### src/rtl/sercfg_pkg.sv
package sercfg_pkg;
  typedef enum logic [1:0] {
    PH_MODE  = 2'd0,
    PH_SYNC1 = 2'd1,
    PH_SYNC2 = 2'd2,
    PH_CMD   = 2'd3
  } phase_e;

  localparam int CB_TXEN   = 0;
  localparam int CB_DTR    = 1;
  localparam int CB_RXEN   = 2;
  localparam int CB_ERRCLR = 4;
  localparam int CB_RTS    = 5;
  localparam int CB_IRST   = 6;
  localparam int MB_SSYNC  = 7;
  localparam int NUM_ERR   = 3;
  localparam int STAT_W    = 8;
endpackage

### src/rtl/sercfg_strobe.sv
module sercfg_strobe (
  input  logic clk,
  input  logic rst,
  input  logic sel_n,
  input  logic stb_n,
  output logic act,
  output logic pulse
);
  logic act_q;

  assign act   = !sel_n && !stb_n;
  assign pulse = act && !act_q;

  always_ff @(posedge clk) begin
    if (rst) act_q <= 1'b0;
    else     act_q <= act;
  end
endmodule

### src/rtl/sercfg_errs.sv
module sercfg_errs #(
  parameter int N = 3
) (
  input  logic         clk,
  input  logic         rst,
  input  logic         clr,
  input  logic [N-1:0] set,
  output logic [N-1:0] flag
);
  generate
    for (genvar i = 0; i < N; i++) begin : g_flag
      always_ff @(posedge clk) begin
        if (rst)         flag[i] <= 1'b0;
        else if (set[i]) flag[i] <= 1'b1;
        else if (clr)    flag[i] <= 1'b0;
      end
    end
  endgenerate
endmodule

### src/rtl/sercfg_seq.sv
module sercfg_seq
  import sercfg_pkg::*;
#(
  parameter int BUS_W = 8
) (
  input  logic             clk,
  input  logic             rst,
  input  logic             wr_ctl,
  input  logic [BUS_W-1:0] din,
  output phase_e           phase,
  output logic [BUS_W-1:0] mode_q,
  output logic [BUS_W-1:0] sync1_q,
  output logic [BUS_W-1:0] sync2_q,
  output logic             tx_en,
  output logic             rx_en,
  output logic             dtr_n,
  output logic             rts_n,
  output logic             err_clr,
  output logic             int_rst
);
  always_ff @(posedge clk) begin
    if (rst) begin
      phase   <= PH_MODE;
      mode_q  <= '0;
      sync1_q <= '0;
      sync2_q <= '0;
      tx_en   <= 1'b0;
      rx_en   <= 1'b0;
      dtr_n   <= 1'b1;
      rts_n   <= 1'b1;
      err_clr <= 1'b0;
      int_rst <= 1'b0;
    end else begin
      err_clr <= 1'b0;
      int_rst <= 1'b0;
      if (wr_ctl) begin
        case (phase)
          PH_MODE: begin
            mode_q <= din;
            phase  <= (din[1:0] == 2'b00) ? PH_SYNC1 : PH_CMD;
          end
          PH_SYNC1: begin
            sync1_q <= din;
            phase   <= mode_q[MB_SSYNC] ? PH_CMD : PH_SYNC2;
          end
          PH_SYNC2: begin
            sync2_q <= din;
            phase   <= PH_CMD;
          end
          default: begin
            if (din[CB_IRST]) begin
              phase   <= PH_MODE;
              tx_en   <= 1'b0;
              rx_en   <= 1'b0;
              dtr_n   <= 1'b1;
              rts_n   <= 1'b1;
              err_clr <= 1'b1;
              int_rst <= 1'b1;
            end else begin
              tx_en   <= din[CB_TXEN];
              rx_en   <= din[CB_RXEN];
              dtr_n   <= !din[CB_DTR];
              rts_n   <= !din[CB_RTS];
              err_clr <= din[CB_ERRCLR];
            end
          end
        endcase
      end
    end
  end
endmodule

### src/rtl/sercfg_front.sv
module sercfg_front
  import sercfg_pkg::*;
#(
  parameter int BUS_W = 8
) (
  input  logic             clk,
  input  logic             rst,
  input  logic             cs_n,
  input  logic             rd_n,
  input  logic             wr_n,
  input  logic             cd,
  input  logic [BUS_W-1:0] din,
  output logic [BUS_W-1:0] dout,
  input  logic             tx_rdy,
  input  logic             rx_rdy,
  input  logic             tx_empty,
  input  logic             sync_det,
  input  logic             dsr,
  input  logic [BUS_W-1:0] rx_data,
  input  logic             pe_set,
  input  logic             oe_set,
  input  logic             fe_set,
  output logic             tx_wr,
  output logic [BUS_W-1:0] tx_data,
  output logic             rx_rd,
  output logic             is_sync,
  output logic [1:0]       baud_sel,
  output logic [1:0]       char_len,
  output logic             par_en,
  output logic             par_even,
  output logic [1:0]       stop_sel,
  output logic             sync_single,
  output logic [BUS_W-1:0] sync1,
  output logic [BUS_W-1:0] sync2,
  output logic             tx_en,
  output logic             rx_en,
  output logic             dtr_n,
  output logic             rts_n,
  output logic             err_clr,
  output logic             int_rst
);
  logic wr_act, wr_pulse, rd_act, rd_pulse;
  logic wr_ctl;
  phase_e phase;
  logic [BUS_W-1:0]   mode_q;
  logic [NUM_ERR-1:0] err_flag;
  logic [STAT_W-1:0]  status;

  sercfg_strobe u_wr (.clk(clk), .rst(rst), .sel_n(cs_n), .stb_n(wr_n),
                      .act(wr_act), .pulse(wr_pulse));
  sercfg_strobe u_rd (.clk(clk), .rst(rst), .sel_n(cs_n), .stb_n(rd_n),
                      .act(rd_act), .pulse(rd_pulse));

  assign wr_ctl = wr_pulse && cd;

  sercfg_seq #(.BUS_W(BUS_W)) u_seq (
    .clk(clk), .rst(rst), .wr_ctl(wr_ctl), .din(din),
    .phase(phase), .mode_q(mode_q), .sync1_q(sync1), .sync2_q(sync2),
    .tx_en(tx_en), .rx_en(rx_en), .dtr_n(dtr_n), .rts_n(rts_n),
    .err_clr(err_clr), .int_rst(int_rst)
  );

  sercfg_errs #(.N(NUM_ERR)) u_errs (
    .clk(clk), .rst(rst), .clr(err_clr),
    .set({fe_set, oe_set, pe_set}), .flag(err_flag)
  );

  assign status = {dsr, sync_det, err_flag[2], err_flag[1], err_flag[0],
                   tx_empty, rx_rdy, tx_rdy};

  assign baud_sel    = mode_q[1:0];
  assign is_sync     = (mode_q[1:0] == 2'b00);
  assign char_len    = mode_q[3:2];
  assign par_en      = mode_q[4];
  assign par_even    = mode_q[5];
  assign stop_sel    = mode_q[7:6];
  assign sync_single = mode_q[MB_SSYNC];

  always_ff @(posedge clk) begin
    if (rst) begin
      dout    <= '0;
      tx_wr   <= 1'b0;
      tx_data <= '0;
      rx_rd   <= 1'b0;
    end else begin
      if (rd_act) dout <= cd ? BUS_W'(status) : rx_data;
      else        dout <= '0;
      tx_wr <= wr_pulse && !cd;
      if (wr_pulse && !cd) tx_data <= din;
      rx_rd <= rd_pulse && !cd;
    end
  end
endmodule

### config.mk
export PLATFORM = sky130hd
export DESIGN_NAME = sercfg_front
export DESIGN_NICKNAME = d
export VERILOG_FILES = /design/src/rtl/sercfg_pkg.sv /design/src/rtl/sercfg_strobe.sv /design/src/rtl/sercfg_errs.sv /design/src/rtl/sercfg_seq.sv /design/src/rtl/sercfg_front.sv
export SDC_FILE = /design/constraint.sdc
export NUM_CORES = 1
export LEC_CHECK = 0
export BUFFER_PORTS_ARGS = -buffer_cell sky130_fd_sc_hd__buf_4
export CORE_MARGIN = 1.5
export CORE_UTILIZATION = 49
export DETAILED_ROUTE_END_ITERATION = 16
export GPL_TIMING_DRIVEN = 0
export HOLD_SLACK_MARGIN = 0.05
export PLACE_DENSITY = 0.79
export SLEW_MARGIN = 10
export SYNTH_ARGS = -nofsm -noshare
export SYNTH_HDL_FRONTEND = slang
export SYNTH_SLANG_ARGS = --single-unit
export TNS_END_PERCENT = 30
### constraint.sdc
create_clock -name clk -period 2.08 [get_ports clk]
set_clock_uncertainty 0.05 [all_clocks]
set_input_delay 0.104 -clock clk [delete_from_list [all_inputs] [get_ports clk]]
set_output_delay 0.104 -clock clk [all_outputs]
set_load 0.05 [all_outputs]
==> flow_metrics.tcl, run 1 <==
set metrics [dict create \
    status "completed" \
    drtIter0Drc 121 \
    worst_pin_slew_ns 0.470 \
    firstDrtPassIters 4 \
    synthTopCellsByArea "dfxtp_1 50%, mux2i_1 18%, nand2b_1 9.1%" \
    power.density_nw_per_um2 670 \
    num_vias 1846 \
    cts_buffer_depth 2 \
    syn_area_um2 2210 \
    synth_area_per_cell_um2 10.6 \
    coreArea_um2 4350 \
    tns_ns 0 \
    synth_top_area_share 0.499 \
    final-hold-violation-count 0 \
    crit_required_ns 2.25 \
    dpl.hpwl_um 3580 \
    clock.fmax_ghz 0.590 \
    rows 24 \
    dr_wl_met3_um 211 \
    grt_max_degree 18 \
    worstPathArrival_ns 1.86 \
    grt_usage 0.223 \
    die_h_um 70.1 \
    worst_path_max_delay_cell "dfxtp_1" \
    synth_edf_count 0 \
    vias_per_cell 4.95 \
    ys_seq_area_frac 0.499 \
    crit_path_max_incr_delay_ns 0.42 \
    htree_levels 2 \
    die_x_um 70.1 \
    nFillCells 326 \
    place.gp.congestion 0.917 \
    async_flop_share 0 \
    maxCapViolations 0 \
    drive_gt1_frac 0.299 \
    post-cts-setup-buffers 0 \
    final-setup-viol-count 0 \
    relSlewSlack 0.685 \
    criticalPathCategory "flop to flop" \
    drv_slew 0 \
    top_layer "met4" \
    dieArea_um2 4910 \
    antenna_found_initial 0 \
    nets 355 \
    rsz0062_at_grt "false" \
    cpLargestDelayFamily "flip-flops" \
    synthesis.instances 209 \
    period_share 0.815 \
    clkTransAtPathRegs_ns 0.10 \
    drt_wl_total_um 5380 \
    hold_path_class "input port to flop" \
    clock_latency_ns 0.31 \
    ys_seq_elements 55 \
    met1Wirelength_um 2320 \
    grt_pass1_vias 1852 \
    grt_overflow 0 \
    fin_util 0.744 \
    cp-end-kind "flop" \
    drcViolationCount 0 \
    worstSetupStartpointType "flop" \
    root_buffer "clkbuf_8" \
    synth.net_count 244 \
    diodes 0 \
    timing.critical_path.buf_inv 1 \
    grt_pass1_wl_um 8730 \
    synth_top_cell_by_area "dfxtp_1" \
    period_minus_slack_ns 1.70 \
    postRouteAntennaNets 0 \
    port_buffers 78 \
    cts_buffers 5 \
    ir_worst_vdd_mv 0.495 \
    num_io_pins 80 \
    ys.flop_type "dfxtp_1" \
    path_cells "inv_1 -> ha_1 -> or3_1 -> a211o_1 -> o41ai_1" \
    clock_sinks 55 \
    syn_to_final_growth_pct 46.8 \
    power.leakage_uw 0.00152 \
    start_util 0.507 \
    dr_wl_met2_um 2750 \
    wl_per_cell_um 14.4 \
    synth_warnings 0 \
    synth_cell_types 30 \
    cts_tree "yes" \
    crit_fanout 5 \
]
worst register-to-register path: cells and delay by family (launching register included):
kind	cells	cell delay (ns)
AOI/OAI and AO/OA	2	0.36
DFF	1	0.42
adders and majority gates	1	0.26
buffers and inverters	1	0.11
and+or+nand+nor	1	0.40
state kept, by name, indices dropped and copies added (netlist names):
name,flops
dout,8
rx_rd,1
tx_data,8
tx_wr,1
u_errs.flag,3
u_rd.act_q,1
u_seq.dtr_n,1
u_seq.err_clr,1
u_seq.int_rst,1
u_seq.mode_q,8
u_seq.phase,2
u_seq.rts_n,1
u_seq.rx_en,1
u_seq.sync1_q,8
u_seq.sync2_q,8
u_seq.tx_en,1
u_wr.act_q,1
cells in the final DEF, fill, tap and decap left out, types with 3 or more instances in the layout:
cell type | synthesis | layout
a211oi_1 | 4 | 4
a21oi_1 | 6 | 6
buf_4 | 4 | 82
clkbuf_1 | 6 | 6
clkbuf_8 | 0 | 6
dfxtp_1 | 55 | 55
dlygate4sd3_1 | 0 | 26
ha_1 | 5 | 5
inv_1 | 6 | 6
mux2i_1 | 40 | 40
nand2b_1 | 32 | 32
nor2_1 | 20 | 20
o21ai_0 | 3 | 3
cell families (layout without fill, tap and decap cells):
logic type,Yosys count,after routing,share of synthesized area
adders and majority gates,5,5,0.0284
muxes,40,40,0.182
AOI/OAI and AO/OA,19,19,0.0567
buffers and inverters,18,130,0.0414
DFF,55,55,0.499
and+or+nand+nor,72,72,0.193
per-layer routing:
metal | global-route usage | vias to the layer above
met5 | 0 | -
met4 | 0.0705 | 0
met3 | 0.0491 | 12
met1 | 0.264 | 855
li1 | - | 925
met2 | 0.398 | 54
final timing paths:
path,to,depth (start not counted),startpoint,slack (ns)
worst max-delay path,u_seq.phase[0],5,u_seq.phase[0],0.38
worst min-delay path,u_seq.phase[0],4,cs_n,0.11
worst max register to register,u_seq.phase[0],5,u_seq.phase[0],0.38
worst min register to register,rx_rd,1,u_rd.act_q,0.35
cells in the mapped netlist, types with 3 or more instances:
cell type	number
inv_1	6
mux2i_1	40
dfxtp_1	55
a211oi_1	4
a21oi_1	6
o21ai_0	3
nand2b_1	32
nor2_1	20
clkbuf_1	6
ha_1	5
buf_4	4
area by class of cell:
type | instances | area [µm²] | area share
Multi-Input combinational cell | 136 | 1010 | 0.313
Sequential cell | 55 | 1100 | 0.340
Clock buffer | 6 | 82.6 | 0.0255
Timing Repair Buffer | 104 | 846 | 0.261
Inverter | 6 | 22.5 | 0.00696
Tap cell | 52 | 65.1 | 0.0201
Clock inverter | 2 | 38.8 | 0.0120
Buffer | 12 | 68.8 | 0.0213
through the flow:
stage / cells / total power [µW] / worst slack [ns] / hold slack (ns) / cell area [µm²]
floorplan: 209 / 1290 / 0.534 / 0.131 / 2210
global placement: 339 / 1390 / 0.450 / 0.265 / 2860
detailed placement: 339 / 1390 / 0.413 / 0.267 / 2860
CTS: 373 / 2180 / 0.395 / 0.100 / 3240
global route: 373 / 2250 / 0.329 / 0.111 / 3240
finish: 373 / 2170 / 0.384 / 0.110 / 3240
repair_timing:
action                    CTS  global route
hold endpoints to repair   22             0
hold buffers               26             0
resized for setup           0             0
power breakdown:
part	internal (µW)	switching [µW]
Sequential	1080	14.9
Combinational	150	172
Clock	397	359
(Power assumes the default switching activity.)
==> inputs of run 2 (changes only) <==
==> constraint.sdc (replaced) <==
create_clock -name clk -period 1.6 [get_ports clk]
set_clock_uncertainty 0.05 [all_clocks]
set_input_delay 0.08 -clock clk [delete_from_list [all_inputs] [get_ports clk]]
set_output_delay 0.08 -clock clk [all_outputs]
set_load 0.05 [all_outputs]
==> run 2 against run 1 <==
Compared with the run above: sequential power up 30%; critical path depth did not move; fmax rose by 9.7%; final area increased by 1.6%; via count up 4.0%; die area unchanged; first-iteration DRC count is 22% higher; core utilization increased by 1.2 points; critical endpoint unchanged; power rose by 31%; worst hold slack got worse by 0.028 ns.
==> flow_metrics.tcl, run 2 (synthesis results as in run 1) <==
set metrics [dict create \
    status "completed" \
    port_buffers 78 \
    sw_frac_of_total 0.253 \
    relSlewSlack 0.667 \
    die_x_um 70.1 \
    p_sw_uw 719 \
    drcViolationCount 0 \
    dpl.hpwl_um 3580 \
    layout_common_cells "85 x buf_4, 53 x dfxtp_1, 40 x mux2i_1, 32 x nand2b_1, 26 x dlygate4sd3_1" \
    nFillCells 310 \
    cts_tree "yes" \
    placed_area_um2 2860 \
    ir_worst_vdd_mv 0.644 \
    die_h_um 70.1 \
    crit_path_max_incr_delay_ns 0.40 \
    worst_pin_slew_ns 0.498 \
    clkPwrFrac 0.345 \
    clkTransAtPathRegs_ns 0.10 \
    register_area_um2 1110 \
    period_minus_slack_ns 1.55 \
    drt_wl_total_um 5780 \
    num_vias 1920 \
    cp-end-kind "flop" \
    worstPathArrival_ns 1.70 \
    rows 24 \
    place.gp.congestion 0.917 \
    vias_per_cell 5.11 \
    clock_latency_ns 0.31 \
    hold_path_class "input port to flop" \
    grt_max_degree 18 \
    firstDrtPassIters 4 \
    start_util 0.507 \
    path_cells "inv_4 -> ha_4 -> or3_4 -> a211o_1 -> o41ai_1" \
    final-hold-violation-count 0 \
    crit_fanout 3 \
    wl_per_cell_um 15.4 \
    diodes 0 \
    pwr-share-seq 0.500 \
    clock.fmax_ghz 0.647 \
    multi_input_area_um2 1030 \
    postRouteAntennaNets 0 \
    syn_to_final_growth_pct 49.2 \
    power_frac_comb 0.155 \
    clock_sinks 55 \
    cts_buffers 5 \
    grt_pass1_wl_um 8800 \
    final_common_cell "buf_4" \
    power.density_nw_per_um2 863 \
    power.leakage_uw 0.00155 \
    dieArea_um2 4910 \
    htree_levels 2 \
    grt_pass1_vias 1846 \
    drv_slew 0 \
    intPower_uw 2120 \
    maxCapViolations 0 \
    worst_path_max_delay_cell "or3_4" \
    num_io_pins 80 \
    design_area_um2 3290 \
    root_buffer "clkbuf_8" \
    drive_gt1_frac 0.324 \
    grt_usage 0.225 \
    coreArea_um2 4350 \
    cts_buffer_depth 2 \
    worstSetupStartpointType "flop" \
    tns_ns 0 \
    crit_required_ns 1.76 \
    antenna_found_initial 0 \
    nets 358 \
    final-setup-viol-count 0 \
    period_share 0.966 \
    grt_overflow 0 \
    drtIter0Drc 148 \
    criticalPathCategory "flop to flop" \
]
-- run 2: cell count changes in the layout (fill, tap and decap cells not counted), sizes merged --
cell / before / now
buf: 84 / 87
-- run 2: cell type report --
class	instances	share of cell area
Buffer	12	0.0209
Clock buffer	6	0.0251
Clock inverter	2	0.0118
Inverter	6	0.00837
Multi-Input combinational cell	136	0.313
Sequential cell	55	0.337
Tap cell	52	0.0198
Timing Repair Buffer	107	0.264
-- run 2: repair_timing --
action,CTS,global route
endpoints found under the setup margin,1,1
hold buffers,26,0
setup buffers,0,3
endpoints found under the hold margin,24,0
pin swaps,0,2
gates resized for setup,3,8
-- run 2: final timing paths --
check | slack [ns] | depth (start not counted) | to | from
max | 0.05 | 5 | u_seq.phase[0] | u_seq.phase[0]
min | 0.08 | 4 | u_seq.phase[0] | wr_n
max reg2reg | 0.05 | 5 | u_seq.phase[0] | u_seq.phase[0]
min reg2reg | 0.35 | 1 | rx_rd | u_rd.act_q
-- run 2: routing by layer --
layer	share of wire	global-route usage
met1	0.43	0.266
met2	0.51	0.405
met5	0	0
met3	0.035	0.0462
met4	0.028	0.0705
-- run 2: power by group through the flow --
stage / registers (µW) / clock network, µW / logic, µW
6_report: 1420 / 980 / 440
5_1_grt: 1430 / 1050 / 465
4_1_cts: 1420 / 993 / 416
3_5_place_dp: 1450 / 0 / 359
3_3_place_gp: 1450 / 0 / 355
2_1_floorplan: 1530 / 0 / 143
-- run 2: metrics by stage --
step                power, µW  instances  setup slack [ns]  hold slack, ns   util
floorplan                1670        209            0.0540           0.107      -
global placement         1810        339           -0.0301           0.241  0.656
detailed placement       1810        339           -0.0675           0.243  0.656
CTS                      2830        373           0.00261          0.0543  0.745
global route             2940        376          -0.00610          0.0837  0.756
finish                   2840        376            0.0537          0.0812  0.756
-- run 2: critical path, delay by kind of cell (launching register included) --
family                     cells  cell delay [ns]
DFF                            1             0.39
buffers and inverters          1             0.05
adders and majority gates      1             0.24
AOI/OAI and AO/OA              2             0.32
and+or+nand+nor                1             0.40
